`src/rtl/uart_regs_pkg.sv`:
```
`timescale 1ns/1ps
package uart_regs_pkg;
  localparam int DATA_W  = 8;
  localparam int CTRL_W  = 7;
  localparam int WIDX_W  = 10;

  // word indices (byte address >> 2)
  localparam logic [WIDX_W-1:0] W_DATA     = 10'h000;
  localparam logic [WIDX_W-1:0] W_STATE    = 10'h001;
  localparam logic [WIDX_W-1:0] W_CTRL     = 10'h002;
  localparam logic [WIDX_W-1:0] W_INT      = 10'h003;
  localparam logic [WIDX_W-1:0] W_DIV      = 10'h004;
  localparam logic [WIDX_W-1:0] W_ID_FIRST = 10'h3F4;

  // control bit positions
  localparam int C_TXEN   = 0;
  localparam int C_RXEN   = 1;
  localparam int C_TXIE   = 2;
  localparam int C_RXIE   = 3;
  localparam int C_TXOIE  = 4;
  localparam int C_RXOIE  = 5;

  // status / interrupt-status bit positions
  localparam int S_TX     = 0;
  localparam int S_RX     = 1;
  localparam int S_TXOVR  = 2;
  localparam int S_RXOVR  = 3;

  function automatic logic [7:0] id_byte(input logic [3:0] idx);
    logic [7:0] b;
    case (idx)
      4'd0:    b = 8'h04;
      4'd4:    b = 8'h21;
      4'd5:    b = 8'hB8;
      4'd6:    b = 8'h1B;
      4'd8:    b = 8'h0D;
      4'd9:    b = 8'hF0;
      4'd10:   b = 8'h05;
      4'd11:   b = 8'hB1;
      default: b = 8'h00;
    endcase
    return b;
  endfunction
endpackage

```
`src/rtl/uart_tx_hold.sv`:
```
`timescale 1ns/1ps
module uart_tx_hold #(
  parameter int DATA_W = 8
) (
  input  logic              clk,
  input  logic              rst_n,
  input  logic              wr_en,
  input  logic [DATA_W-1:0] wr_byte,
  input  logic              line_en,
  input  logic              rate_ok,
  input  logic              ack,
  input  logic              clr_ovr,
  output logic              full,
  output logic              ovr,
  output logic              req,
  output logic [DATA_W-1:0] hold_byte,
  output logic              accepted
);
  logic full_d, ovr_d;

  assign req      = full & line_en & rate_ok;
  assign accepted = req & ack;

  always_comb begin
    full_d = full;
    if (accepted) full_d = 1'b0;
    if (wr_en)    full_d = 1'b1;
    ovr_d = (ovr & ~clr_ovr) | (wr_en & full & ~accepted);
  end

  always_ff @(posedge clk or negedge rst_n) begin
    if (!rst_n) begin
      full <= 1'b0;
      ovr  <= 1'b0;
    end else begin
      full <= full_d;
      ovr  <= ovr_d;
    end
  end

  always_ff @(posedge clk or negedge rst_n) begin
    if (!rst_n)     hold_byte <= '0;
    else if (wr_en) hold_byte <= wr_byte;
  end

  a_r5_overrun_on_full_write: assert property (@(posedge clk) disable iff (!rst_n)
    (wr_en && full && !ack) |=> ovr);
  a_r6_accept_empties: assert property (@(posedge clk) disable iff (!rst_n)
    (req && ack && !wr_en) |=> !full);
endmodule

```
`src/rtl/uart_rx_hold.sv`:
```
`timescale 1ns/1ps
module uart_rx_hold #(
  parameter int DATA_W = 8
) (
  input  logic              clk,
  input  logic              rst_n,
  input  logic              strobe,
  input  logic [DATA_W-1:0] in_byte,
  input  logic              line_en,
  input  logic              rd_en,
  input  logic              clr_ovr,
  output logic              full,
  output logic              ovr,
  output logic [DATA_W-1:0] hold_byte,
  output logic              stored
);
  logic full_d, ovr_d;

  assign stored = strobe & line_en;

  always_comb begin
    full_d = full;
    if (rd_en)  full_d = 1'b0;
    if (stored) full_d = 1'b1;
    ovr_d = (ovr & ~clr_ovr) | (stored & full & ~rd_en);
  end

  always_ff @(posedge clk or negedge rst_n) begin
    if (!rst_n) begin
      full <= 1'b0;
      ovr  <= 1'b0;
    end else begin
      full <= full_d;
      ovr  <= ovr_d;
    end
  end

  always_ff @(posedge clk or negedge rst_n) begin
    if (!rst_n)      hold_byte <= '0;
    else if (stored) hold_byte <= in_byte;
  end

  a_r7_drop_when_disabled: assert property (@(posedge clk) disable iff (!rst_n)
    (strobe && !line_en) |=> $stable(hold_byte));
  a_r8_overrun_on_full_store: assert property (@(posedge clk) disable iff (!rst_n)
    (strobe && line_en && full && !rd_en) |=> (ovr && full));
  a_r9_read_empties: assert property (@(posedge clk) disable iff (!rst_n)
    (rd_en && !strobe) |=> !full);
endmodule

```
`src/rtl/uart_apb_regs.sv`:
```
`timescale 1ns/1ps
module uart_apb_regs
  import uart_regs_pkg::*;
#(
  parameter int DIV_W   = 20,
  parameter int MIN_DIV = 16
) (
  input  logic              clk,
  input  logic              rst_n,
  input  logic              psel,
  input  logic              penable,
  input  logic              pwrite,
  input  logic [11:0]       paddr,
  input  logic [31:0]       pwdata,
  output logic [31:0]       prdata,
  output logic              pready,
  output logic              pslverr,
  output logic [DATA_W-1:0] tx_data,
  output logic              tx_req,
  input  logic              tx_ack,
  input  logic [DATA_W-1:0] rx_data,
  input  logic              rx_strobe,
  output logic [DIV_W-1:0]  baud_div,
  output logic              baud_ok,
  output logic              irq_tx,
  output logic              irq_rx,
  output logic              irq_txovr,
  output logic              irq_rxovr,
  output logic              irq_any
);
  localparam logic [DIV_W-1:0] DIV_FLOOR = DIV_W'(MIN_DIV);

  logic [WIDX_W-1:0] widx;
  logic              wr_acc, rd_acc;
  logic              wr_data, wr_state, wr_ctrl, wr_int, wr_div, rd_data;
  logic [CTRL_W-1:0] ctrl_q;
  logic [DIV_W-1:0]  div_q;
  logic              tx_is_q, tx_is_d, rx_is_q, rx_is_d;
  logic              tx_full, tx_ovr, tx_done, tx_clr;
  logic              rx_full, rx_ovr, rx_done, rx_clr;
  logic [DATA_W-1:0] rx_byte;
  logic [3:0]        id_idx;
  logic              unused_bits;

  assign unused_bits = ^{paddr[1:0], pwdata[31:DIV_W]};

  assign pready  = 1'b1;
  assign pslverr = 1'b0;

  assign widx   = paddr[11:2];
  assign wr_acc = psel & penable & pwrite;
  assign rd_acc = psel & penable & ~pwrite;

  assign wr_data  = wr_acc && (widx == W_DATA);
  assign wr_state = wr_acc && (widx == W_STATE);
  assign wr_ctrl  = wr_acc && (widx == W_CTRL);
  assign wr_int   = wr_acc && (widx == W_INT);
  assign wr_div   = wr_acc && (widx == W_DIV);
  assign rd_data  = rd_acc && (widx == W_DATA);

  assign tx_clr = (wr_state | wr_int) & pwdata[S_TXOVR];
  assign rx_clr = (wr_state | wr_int) & pwdata[S_RXOVR];

  assign baud_div = div_q;
  assign baud_ok  = (div_q >= DIV_FLOOR);

  uart_tx_hold #(.DATA_W(DATA_W)) u_tx (
    .clk       (clk),
    .rst_n     (rst_n),
    .wr_en     (wr_data),
    .wr_byte   (pwdata[DATA_W-1:0]),
    .line_en   (ctrl_q[C_TXEN]),
    .rate_ok   (baud_ok),
    .ack       (tx_ack),
    .clr_ovr   (tx_clr),
    .full      (tx_full),
    .ovr       (tx_ovr),
    .req       (tx_req),
    .hold_byte (tx_data),
    .accepted  (tx_done)
  );

  uart_rx_hold #(.DATA_W(DATA_W)) u_rx (
    .clk       (clk),
    .rst_n     (rst_n),
    .strobe    (rx_strobe),
    .in_byte   (rx_data),
    .line_en   (ctrl_q[C_RXEN]),
    .rd_en     (rd_data),
    .clr_ovr   (rx_clr),
    .full      (rx_full),
    .ovr       (rx_ovr),
    .hold_byte (rx_byte),
    .stored    (rx_done)
  );

  // sticky interrupt-status bits: a new event wins over a same-cycle clear
  always_comb begin
    tx_is_d = (tx_is_q & ~(wr_int & pwdata[S_TX])) | (tx_done & ctrl_q[C_TXIE]);
    rx_is_d = (rx_is_q & ~(wr_int & pwdata[S_RX])) | (rx_done & ctrl_q[C_RXIE]);
  end

  always_ff @(posedge clk or negedge rst_n) begin
    if (!rst_n) begin
      tx_is_q <= 1'b0;
      rx_is_q <= 1'b0;
    end else begin
      tx_is_q <= tx_is_d;
      rx_is_q <= rx_is_d;
    end
  end

  always_ff @(posedge clk or negedge rst_n) begin
    if (!rst_n)       ctrl_q <= '0;
    else if (wr_ctrl) ctrl_q <= pwdata[CTRL_W-1:0];
  end

  always_ff @(posedge clk or negedge rst_n) begin
    if (!rst_n)      div_q <= '0;
    else if (wr_div) div_q <= pwdata[DIV_W-1:0];
  end

  assign irq_tx    = tx_is_q;
  assign irq_rx    = rx_is_q;
  assign irq_txovr = tx_ovr & ctrl_q[C_TXOIE];
  assign irq_rxovr = rx_ovr & ctrl_q[C_RXOIE];
  assign irq_any   = irq_tx | irq_rx | irq_txovr | irq_rxovr;

  assign id_idx = 4'(widx - W_ID_FIRST);

  always_comb begin
    prdata = '0;
    if (widx >= W_ID_FIRST) begin
      prdata[7:0] = id_byte(id_idx);
    end else begin
      case (widx)
        W_DATA:  prdata[DATA_W-1:0] = rx_byte;
        W_STATE: prdata[3:0] = {rx_ovr, tx_ovr, rx_full, tx_full};
        W_CTRL:  prdata[CTRL_W-1:0] = ctrl_q;
        W_INT:   prdata[3:0] = {irq_rxovr, irq_txovr, rx_is_q, tx_is_q};
        W_DIV:   prdata[DIV_W-1:0] = div_q;
        default: prdata = '0;
      endcase
    end
  end

  a_r2_ctrl_capture: assert property (@(posedge clk) disable iff (!rst_n)
    wr_ctrl |=> (ctrl_q == $past(pwdata[CTRL_W-1:0])));
  a_r11_txovr_gated: assert property (@(posedge clk) disable iff (!rst_n)
    $rose(irq_txovr) |-> ctrl_q[C_TXOIE]);
  a_r12_int_clear_rxovr: assert property (@(posedge clk) disable iff (!rst_n)
    (wr_int && pwdata[S_RXOVR] && !rx_strobe) |=> (!irq_rxovr && !rx_ovr));
  a_r14_no_req_bad_rate: assert property (@(posedge clk) disable iff (!rst_n)
    (div_q < DIV_FLOOR) |-> !tx_req);
endmodule

```
`config.mk`:
```
export PLATFORM = sky130hd
export DESIGN_NAME = uart_apb_regs
export DESIGN_NICKNAME = d
export VERILOG_FILES = /design/src/rtl/uart_regs_pkg.sv /design/src/rtl/uart_tx_hold.sv /design/src/rtl/uart_rx_hold.sv /design/src/rtl/uart_apb_regs.sv
export SDC_FILE = /design/constraint.sdc
export NUM_CORES = 1
export LEC_CHECK = 0
export BUFFER_PORTS_ARGS = -buffer_cell sky130_fd_sc_hd__buf_2
export CAP_MARGIN = 20
export CORE_MARGIN = 10
export CORE_UTILIZATION = 50
export DETAILED_ROUTE_END_ITERATION = 10
export PLACE_DENSITY_LB_ADDON = 0.08
export REMOVE_ABC_BUFFERS = 1
export SETUP_SLACK_MARGIN = 0.5
export SYNTH_ARGS = -nofsm -noshare
export SYNTH_HDL_FRONTEND = slang
export SYNTH_SLANG_ARGS = --single-unit
```
`constraint.sdc`:
```
create_clock -name clk -period 2.7 [get_ports clk]
set_clock_uncertainty 0.15 [all_clocks]
set_input_delay 0.135 -clock clk [delete_from_list [all_inputs] [get_ports clk]]
set_output_delay 0.135 -clock clk [all_outputs]
set_load 0.01 [all_outputs]
```
==> results.py, run 1 <==
metrics = {
    "die": {
        "initial_utilization": 0.5252,
        "fp.dieH_um": 93.71,
        "core_area_sq_um": 5172,
        "fp.dieW_um": 93.71,
        "fp-row-count": 26,
        "dieArea_sq_um": 8781,
        "ios": 128,
    },
    "pwr": {
        "power.total_mw": 1.480,
        "pwr_density_cell_nw_per_um2": 403.5,
        "leakage_nw": 2.043,
        "ir_worst_vdd_v": 0.0003867,
    },
    "logic_synthesis": {
        "synth.area.top_cells": "dfrtp_1 45%, mux2_2 18%, buf_4 3.9%",
        "yosysUniqueCellTypes": 42,
        "synth-seq-cells": 49,
        "synth_flop_cell": "dfrtp_1",
        "async_flop_share": 1.000,
        "syn-cell-area_sq_um": 2716,
        "synth_most_common_cell": "dfrtp_1",
        "yosysSeqAreaShare": 0.4514,
        "synth-warning-count": 0,
        "postSynthCellCount": 237,
        "synth_edf_count": 0,
        "avgSynthCellArea_sq_um": 11.46,
        "synth_area_leader_cell": "dfrtp_1",
        "synth_top_cell_area_share": 0.4514,
        "ys_top_cells_by_count": "49 x dfrtp_1, 43 x mux2_2, 18 x nand2_1",
    },
    "global_route": {
        "gr-total-overflow": 0,
        "grt_max_degree": 35,
        "grt_usage": 0.1791,
        "grt_pass1_vias": 2397,
        "grt_pass1_wl_mm": 12.56,
        "antenna_found_initial": 0,
    },
    "setup_path": {
        "crit_arrival_ns": 1.80,
        "critPathKind": "in -> out",
        "crit_fanout": 5,
        "startpoint_type": "input pin",
        "r2r_setup_slack_ns": 1.03,
        "critPathCaptureType": "output port",
        "required_ns": 2.41,
        "crit_start": "paddr[11]",
        "r2r_start": "baud_div[6]$_DFFE_PN0P_",
    },
    "job": {
        "cap_violations": 0,
    },
    "clock_tree": {
        "cts_tree": "built",
        "root_buffer": "clkbuf_8",
        "clk_pin_slew_worst_paths_ns": 0.09,
        "numClockSinks": 49,
        "cts-htree-levels": 2,
        "clk-insertion-delay-late_ns": 0.31,
        "cts_buffers": 5,
        "clock_tree.buffer_depth": 2,
    },
    "sta": {
        "slew_headroom": 0.6613,
        "slew_viol_final": 0,
        "min_period_over_period": 0.7713,
        "setup_viol": 0,
        "rsz0062_at_grt": "true",
        "worst_pin_slew_ns": 0.5016,
        "hold_viol_final": 0,
        "setup_tns_ns": 0,
        "fmax_ghz": 0.4802,
        "min_period_ns": 2.083,
    },
    "layout": {
        "drive_gt1_frac": 0.4429,
        "area_delta_synth_final_pct": 35.01,
        "post-route-cell-area_sq_um": 3667,
        "nNetsFinal": 434,
        "diodes": 0,
    },
    "min_path": {
        "hold_path_class": "in -> reg",
        "hp-start": "penable",
    },
    "status": {
        "status": "finished, final reports clean",
    },
    "detailed_routing": {
        "firstDrtPassIters": 5,
        "routedWlPerCell_um": 18.08,
        "routed_wirelength_mm": 7.921,
        "drt_iter0_drc": 145,
        "drtAntennaViolNets": 0,
        "vias": 2381,
        "viasPerCell": 5.436,
        "drc": 0,
    },
    "placement": {
        "gp_congestion": 0.9236,
        "dpl.hpwl_mm": 5.949,
        "portBuffers": 99,
        "dpl-instance-area_sq_um": 3219,
    },
}
## placed cells by master (no fill, tap or decap), types with 2 or more instances in the layout
master	count
a211o_1	2
a21o_1	2
a21oi_1	2
a221oi_1	2
a222oi_1	2
a22o_1	3
a22oi_1	7
a31oi_1	3
a32o_1	2
a32oi_1	2
and2_1	14
and3_1	5
buf_2	99
buf_4	6
clkbuf_8	6
conb_1	14
dfrtp_1	49
dlygate4sd3_1	31
ha_1	8
inv_1	5
mux2_2	43
nand2_1	18
nand2b_1	4
nand4_1	5
nand4_2	2
nor2_1	2
nor2b_1	2
nor4_1	4
o2111ai_1	2
o21ai_0	5
o221ai_1	2
o2bb2ai_1	2
## sequential cells by signal (all words and copies together) (netlist names)
register / count
u_rx.full: 1
irq_rx: 1
u_tx.ovr: 1
u_rx.hold_byte: 8
u_rx.ovr: 1
baud_div: 20
ctrl_q: 7
u_tx.hold_byte: 8
irq_tx: 1
u_tx.full: 1
## per-layer routing
metal  part of all wire  up-vias  GRT usage
met5                  0        -          0
met4             0.0091        0    0.05063
met3               0.11        8    0.05596
met2               0.48      108     0.2921
met1               0.40     1152     0.2222
li1                   -     1113          -
## through the flow
| step | instances | hold slack, ns | utilization | setup slack (ns) |
|---|---|---|---|---|
| after global routing | 438 | 0.05572 | 0.7090 | 0.4803 |
| final | 438 | 0.04312 | 0.7090 | 0.6175 |
| after detailed placement | 398 | -0.08306 | 0.6224 | 0.4633 |
| after floorplan | 224 | -0.3106 | - | 0.6551 |
| after global placement | 398 | -0.08935 | 0.6224 | 0.4835 |
| after CTS | 437 | 0.02875 | 0.7063 | 0.5543 |
## what timing repair did
item / CTS / global route
hold buffers: 31 / 0
setup endpoints to repair: 0 / 2
setup buffers: 0 / 1
hold endpoints to repair: 60 / 0
gates resized for setup: 0 / 1
## critical path, stage by stage
cell and delay (ns):
buf_2 0.11, or4_4 0.57, nor4_4 0.28, buf_4 0.19, nand2_1 0.09, a31oi_1 0.24
buf_2 0.18
## power by group
group          internal (mW)  leakage [nW]  switching [mW]
registers              0.740         0.684         0.00460
clock network          0.308        0.0633           0.259
logic                 0.0779          1.30          0.0903
## layout make-up
class	instances	area [sq um]
Fill cell	425	1505
Multi-Input combinational cell	170	1360
Sequential cell	49	1226
Timing Repair Buffer	136	850.8
Tap cell	70	87.58
Clock buffer	6	82.58
Clock inverter	2	41.29
Inverter	5	18.77
## kinds of logic (layout without fill, tap and decap cells)
kind of cell	count (synthesis)	count (layout)	synth area share
compound gates	42	42	0.1198
fa+ha+maj	8	8	0.03685
buf+inv	30	149	0.06679
flops	49	49	0.4514
mux	43	43	0.1783
other cells	2	14	0.002765
simple gates	63	63	0.1442
## path summary, 6_finish.rpt
check | end | cells after the start
max | prdata[7] | 7
min | u_rx.full$_DFFE_PN0P_ | 4
max reg2reg | u_tx.ovr$_DFF_PN0_ | 4
min reg2reg | u_tx.hold_byte[0]$_DFFE_PN0P_ | 1
max in group asynchronous | u_rx.hold_byte[7]$_DFFE_PN0P_ | 3
min in group asynchronous | u_tx.hold_byte[6]$_DFFE_PN0P_ | 2
No activity file was read; power rests on OpenSTA's default activity.
==> run 2: changes to the inputs <==
- CORE_UTILIZATION: 50 -> 47
- clock period: 2.7 -> 2 ns (I/O delays scaled with it)
==> results.py, run 2 (synthesis gave the netlist of run 1 again) <==
metrics = {
    "die": {
        "dieArea_sq_um": 9220,
        "ios": 128,
        "fp.dieH_um": 96.02,
        "fp-row-count": 27,
        "initial_utilization": 0.4873,
        "core_area_sq_um": 5574,
        "fp.dieW_um": 96.02,
    },
    "layout": {
        "layout_common_cells": "85 x buf_2, 48 x dfrtp_1, 42 x mux2_2",
        "final_common_cell": "buf_2",
        "nNetsFinal": 472,
        "drive_gt1_frac": 0.5764,
        "multiInputGateArea_sq_um": 1564,
        "diodes": 0,
        "area_delta_synth_final_pct": 60.34,
        "stdcell_count": 478,
        "register_area_sq_um": 1227,
        "largest_reg_flops": 20,
        "nFillCells": 366,
        "fin_util": 0.7814,
    },
    "sta": {
        "hold_viol_final": 0,
        "setup_viol": 0,
        "min_period_over_period": 0.9487,
        "slew_headroom": 0.6422,
        "slew_viol_final": 0,
        "rsz0062_at_grt": "true",
        "min_period_ns": 1.897,
        "fmax_ghz": 0.5271,
        "worst_pin_slew_ns": 0.5366,
        "hold-worst-slack_ns": 0.03502,
    },
    "detailed_routing": {
        "routedWlPerCell_um": 19.63,
        "drc": 0,
        "vias": 2643,
        "drtAntennaViolNets": 0,
        "routed_wirelength_mm": 9.384,
        "top_layer": "met4",
        "drt_iter0_drc": 165,
        "m1WireLength_mm": 3.607,
        "wl_met2_mm": 4.657,
        "viasPerCell": 5.529,
        "firstDrtPassIters": 5,
        "met3_length_um": 885,
    },
    "pwr": {
        "ir_worst_vdd_v": 0.0004093,
        "leakage_nw": 2.332,
        "pwr_density_cell_nw_per_um2": 450.8,
        "power.total_mw": 1.964,
    },
    "global_route": {
        "grt_pass1_vias": 2705,
        "gr-total-overflow": 0,
        "grt_usage": 0.1963,
        "grt_pass1_wl_mm": 14.10,
        "antenna_found_initial": 0,
        "grt_max_degree": 30,
    },
    "job": {
        "cap_violations": 0,
    },
    "clock_tree": {
        "numClockSinks": 49,
        "clk_pin_slew_worst_paths_ns": 0.09,
        "cts-htree-levels": 2,
        "clk-insertion-delay-late_ns": 0.31,
        "clock_tree.buffer_depth": 2,
        "cts_buffers": 5,
        "cts_tree": "built",
        "root_buffer": "clkbuf_8",
    },
    "placement": {
        "portBuffers": 99,
        "dpl.hpwl_mm": 6.247,
        "gp_congestion": 0.8918,
        "placed_cells": 410,
    },
    "setup_path": {
        "required_ns": 2.05,
        "startpoint_type": "input pin",
        "critPathCaptureType": "flop",
        "critPathKind": "in -> reg",
        "crit_fanout": 5,
        "crit_arrival_ns": 1.95,
        "r2r_setup_slack_ns": 0.24,
    },
    "status": {
        "status": "finished, final reports clean",
    },
    "min_path": {
        "hold_path_class": "in -> reg",
    },
}
==> run 2: cell count changes in the layout (fill, tap and decap cells not counted), moves of 4 or more <==
cell and change:
buf_2 -14, and2_1 -13, and2_4 +13, ha_1 -4, buf_6 +27, buf_4 +18
==> run 2: final cells by class <==
cell class                      count  share of cell area
Clock inverter                      1            0.002011
Tap cell                           72             0.02068
Inverter                            5            0.004884
Timing Repair Buffer              174              0.3094
Multi-Input combinational cell    170              0.3591
Sequential cell                    49              0.2818
Clock buffer                        7             0.02212
==> run 2: critical path, stage by stage <==
cell and delay [ns]:
buf_8 0.10, or4_4 0.57, nor3_4 0.20, buf_4 0.16, buf_6 0.10, nand4_4 0.13, buf_4 0.18, clkbuf_16 0.15
mux2_2 0.26
==> run 2: routing by layer <==
metal / GRT usage / vias up
met3: 0.05914 / 20
met5: 0 / -
met1: 0.2335 / 1307
li1: - / 1192
met2: 0.3262 / 124
met4: 0.07371 / 0
==> run 2: final timing paths <==
| path | startpoint | to | depth (start not counted) |
|---|---|---|---|
| max in group asynchronous | rst_n | baud_div[14]$_DFFE_PN0P_ | 3 |
| min in group asynchronous | rst_n | u_tx.hold_byte[5]$_DFFE_PN0P_ | 2 |
| worst max register to register | baud_div[6]$_DFFE_PN0P_ | u_tx.ovr$_DFF_PN0_ | 6 |
| worst min-delay path | paddr[10] | u_rx.full$_DFFE_PN0P_ | 5 |
| worst min register to register | u_tx.hold_byte[0]$_DFFE_PN0P_ | u_tx.hold_byte[0]$_DFFE_PN0P_ | 1 |
| worst max-delay path | paddr[10] | baud_div[12]$_DFFE_PN0P_ | 9 |
==> run 2: power by group <==
| part | internal (mW) | total [mW] | switching [mW] | leakage, nW |
|---|---|---|---|---|
| Combinational | 0.140 | 0.287 | 0.147 | 1.60 |
| Sequential | 0.999 | 1.01 | 0.00681 | 0.682 |
| Clock | 0.320 | 0.671 | 0.351 | 0.0549 |
==> run 2: repair_timing <==
| item | CTS | global route |
|---|---|---|
| gates resized for setup | 43 | 41 |
| gates cloned | 3 | 1 |
| pin swaps | 29 | 12 |
| setup buffers | 12 | 11 |
| hold buffers | 33 | 0 |
| setup endpoints to repair | 54 | 69 |
| hold endpoints to repair | 65 | 0 |
==> run 2: through the flow <==
step           setup TNS, ns  area, sq um  setup slack [ns]
2_1_floorplan        -0.1988         2599         -0.009941
3_5_place_dp               0         3322           0.06050
6_report                   0         4355            0.1027
5_1_grt                    0         4355           0.05858
3_3_place_gp               0         3322           0.09666
4_1_cts                    0         4106            0.1234
==> run 3: changes to the inputs <==
- CORE_ASPECT_RATIO: not set -> 0.75
- CTS_CLUSTER_SIZE: not set -> 40
- SYNTH_HIERARCHICAL: not set -> 1
==> results.py, run 3 <==
metrics = {
    "status": {
        "status": "finished, final reports clean",
    },
    "pwr": {
        "switching_power_uw": 479.8,
        "clkPwrFrac": 0.316,
        "netSwitchingFraction": 0.2520,
        "ir_worst_vdd_v": 0.0003008,
        "pwr_density_cell_nw_per_um2": 439.1,
        "leakage_nw": 2.344,
        "p_comb_frac": 0.155,
        "intPower_mw": 1.424,
        "pwr-share-seq": 0.529,
    },
    "setup_path": {
        "path_cells": "nor4_4 > nand4_1 > and3_1 > buf_2",
        "cp_top_family": "simple AND/OR/NAND/NOR gates",
        "required_ns": 1.75,
        "crit_arrival_ns": 1.57,
        "crit_fanout": 2,
        "r2r_setup_slack_ns": 0.23,
        "critPathKind": "reg -> out",
        "r2r_end": "irq_tx$_DFF_PN0_",
        "startpoint_type": "flop",
        "critPathCaptureType": "output port",
        "slowest_delay_ns": 0.42,
        "rr_worst_depth": 5,
        "cp.buffers_inverters": 1,
        "cpMaxStageDelayCell": "dfrtp_1",
        "r2r_start": "baud_div[8]$_DFFE_PN0P_",
    },
    "logic_synthesis": {
        "synth_top_cell_area_share": 0.4367,
        "synth-compound-area-share": 0.1101,
        "postSynthCellCount": 240,
        "synth_edf_count": 0,
        "synth.area.top_cells": "dfrtp_1 44%, mux2_2 11%, mux2_4 8.0%",
        "avgSynthCellArea_sq_um": 11.70,
        "syn-cell-area_sq_um": 2808,
        "ys_top_cells_by_count": "49 x dfrtp_1, 28 x mux2_2, 18 x and2_1",
        "synth_flop_cell": "dfrtp_1",
        "synth_area_leader_cell": "dfrtp_1",
        "synth-simple-area-share": 0.1453,
        "async_flop_share": 1.000,
        "synth-warning-count": 6,
        "synth_top_family_by_area": "multiplexers",
        "yosysUniqueCellTypes": 43,
        "synthXorXnorAreaFrac": 0,
        "synth_most_common_cell": "dfrtp_1",
        "synth-seq-cells": 49,
        "synthMuxAreaShare": 0.1925,
        "yosysSeqAreaShare": 0.4367,
        "synthAdderAreaFrac": 0.03565,
    },
    "layout": {
        "layout_common_cells": "83 x buf_2, 48 x dfrtp_1, 30 x dlygate4sd3_1",
        "area_delta_synth_final_pct": 54.41,
        "largest_reg_flops": 20,
        "nNetsFinal": 468,
        "drive_gt1_frac": 0.5910,
        "final_common_cell": "buf_2",
        "diodes": 0,
    },
    "global_route": {
        "antenna_found_initial": 0,
        "grt_pass1_vias": 2640,
        "grt_usage": 0.1835,
        "gr-total-overflow": 0,
        "grt_max_degree": 50,
        "grt_pass1_wl_mm": 13.95,
    },
    "clock_tree": {
        "cts_buffers": 5,
        "numClockSinks": 49,
        "root_buffer": "clkbuf_8",
        "cts_tree": "built",
        "clock_tree.buffer_depth": 2,
        "cts-htree-levels": 2,
        "clk-insertion-delay-late_ns": 0.29,
        "clk_pin_slew_worst_paths_ns": 0.09,
    },
    "sta": {
        "min_period_over_period": 0.9080,
        "slew_viol_final": 0,
        "hold-worst-slack_ns": 0.1281,
        "rsz0062_at_grt": "true",
        "fmax_ghz": 0.5507,
        "setup_tns_ns": 0,
        "slew_headroom": 0.5829,
        "setup_viol": 0,
        "hold_viol_final": 0,
        "min_period_ns": 1.816,
        "worst_pin_slew_ns": 0.6256,
    },
    "die": {
        "ios": 128,
        "dieArea_sq_um": 9497,
        "fp.dieH_um": 86.94,
        "fp.dieW_um": 109.2,
        "core_area_sq_um": 5796,
        "fp-row-count": 24,
        "initial_utilization": 0.4845,
    },
    "detailed_routing": {
        "drtAntennaViolNets": 0,
        "viasPerCell": 5.388,
        "routedWlPerCell_um": 19.81,
        "firstDrtPassIters": 5,
        "routed_wirelength_mm": 9.488,
        "drt_iter0_drc": 122,
        "vias": 2581,
        "drc": 0,
    },
    "min_path": {
        "hold_path_depth": 3,
        "whs_endpoint": "u_rx/full$_DFFE_PN0P_",
        "hold_path_class": "in -> reg",
        "hp-start": "rx_strobe",
    },
    "job": {
        "cap_violations": 0,
    },
    "placement": {
        "gp_congestion": 0.8822,
        "portBuffers": 99,
        "dpl.hpwl_mm": 6.184,
    },
}
==> run 3: cell count changes after synthesis, sizes merged, moves of 3 or more <==
cell,change
a21oi,+4
a31oi,-3
and2,+4
buf,+4
clkbuf,-4
inv,+3
nand2,-6
nand3,+3
nand3b,+3
o22ai,+3
==> run 3: metal layers <==
| layer | vias to the layer above | part of all wire | GRT usage |
|---|---|---|---|
| met5 | - | 0 | 0 |
| met4 | 0 | 0.0085 | 0.03656 |
| met3 | 9 | 0.076 | 0.05325 |
| met2 | 114 | 0.49 | 0.3083 |
| met1 | 1289 | 0.43 | 0.2298 |
| li1 | 1169 | - | - |
==> run 3: worst max path at each step <==
stage,start,to,slack (ns),cells after the start
after floorplan,paddr[3],baud_div[0]$_DFFE_PN0P_,0.11,6
after global placement,paddr[4],prdata[5],0.15,8
after detailed placement,baud_div[5]$_DFFE_PN0P_,irq_tx$_DFF_PN0_,0.10,5
after CTS,baud_div[19]$_DFFE_PN0P_,tx_req,0.21,4
after global routing,baud_div[11]$_DFFE_PN0P_,tx_req,0.09,4
final,baud_div[8]$_DFFE_PN0P_,tx_req,0.18,4
==> run 3: area by class of cell <==
type / count / area [sq um]
fill: 401 / 1460
sequential: 49 / 1227
clock buffer: 6 / 82.58
multi-input combinational: 170 / 1618
clock inverter: 1 / 7.507
tap: 78 / 97.59
timing repair buffer: 167 / 1262
inverter: 8 / 40.04
==> run 3: tightest hold or removal path, stage by stage <==
cell and delay [ns]:
buf_2 0.08, nand2_2 0.23, nand2_1 0.13
==> run 3: cells by family (layout without fill, tap and decap cells) <==
family | after synthesis | after routing
fa+ha+maj | 8 | 8
other cells | 2 | 14
flops | 49 | 49
buf+inv | 33 | 182
mux | 43 | 43
simple gates | 64 | 64
compound gates | 41 | 41
==> run 3: power groups by stage <==
stage	clock (mW)	combinational [mW]	sequential, mW
detailed placement	0	0.188	1.03
floorplan	0	0.0803	1.02
global placement	0	0.186	1.03
CTS	0.607	0.269	1.01
finish	0.601	0.295	1.01
global route	0.646	0.319	1.01
==> run 3: what timing repair did <==
action / CTS / global route
gates resized for setup: 44 / 42
pin swaps: 26 / 19
hold endpoints to repair: 92 / 1
gates cloned: 1 / 1
hold buffers: 29 / 1
setup buffers: 20 / 5
setup endpoints to repair: 31 / 39
==> run 3: per-stage QoR <==
stage	setup slack, ns	cell area [sq um]	util	instances	power (mW)
after floorplan	0.1100	2666	-	227	1.105
after global placement	0.1455	3367	0.5810	415	1.212
after detailed placement	0.1005	3367	0.5810	415	1.213
after CTS	0.2090	4061	0.7008	472	1.882
after global routing	0.09262	4335	0.7481	479	1.974
final	0.1840	4335	0.7481	479	1.904
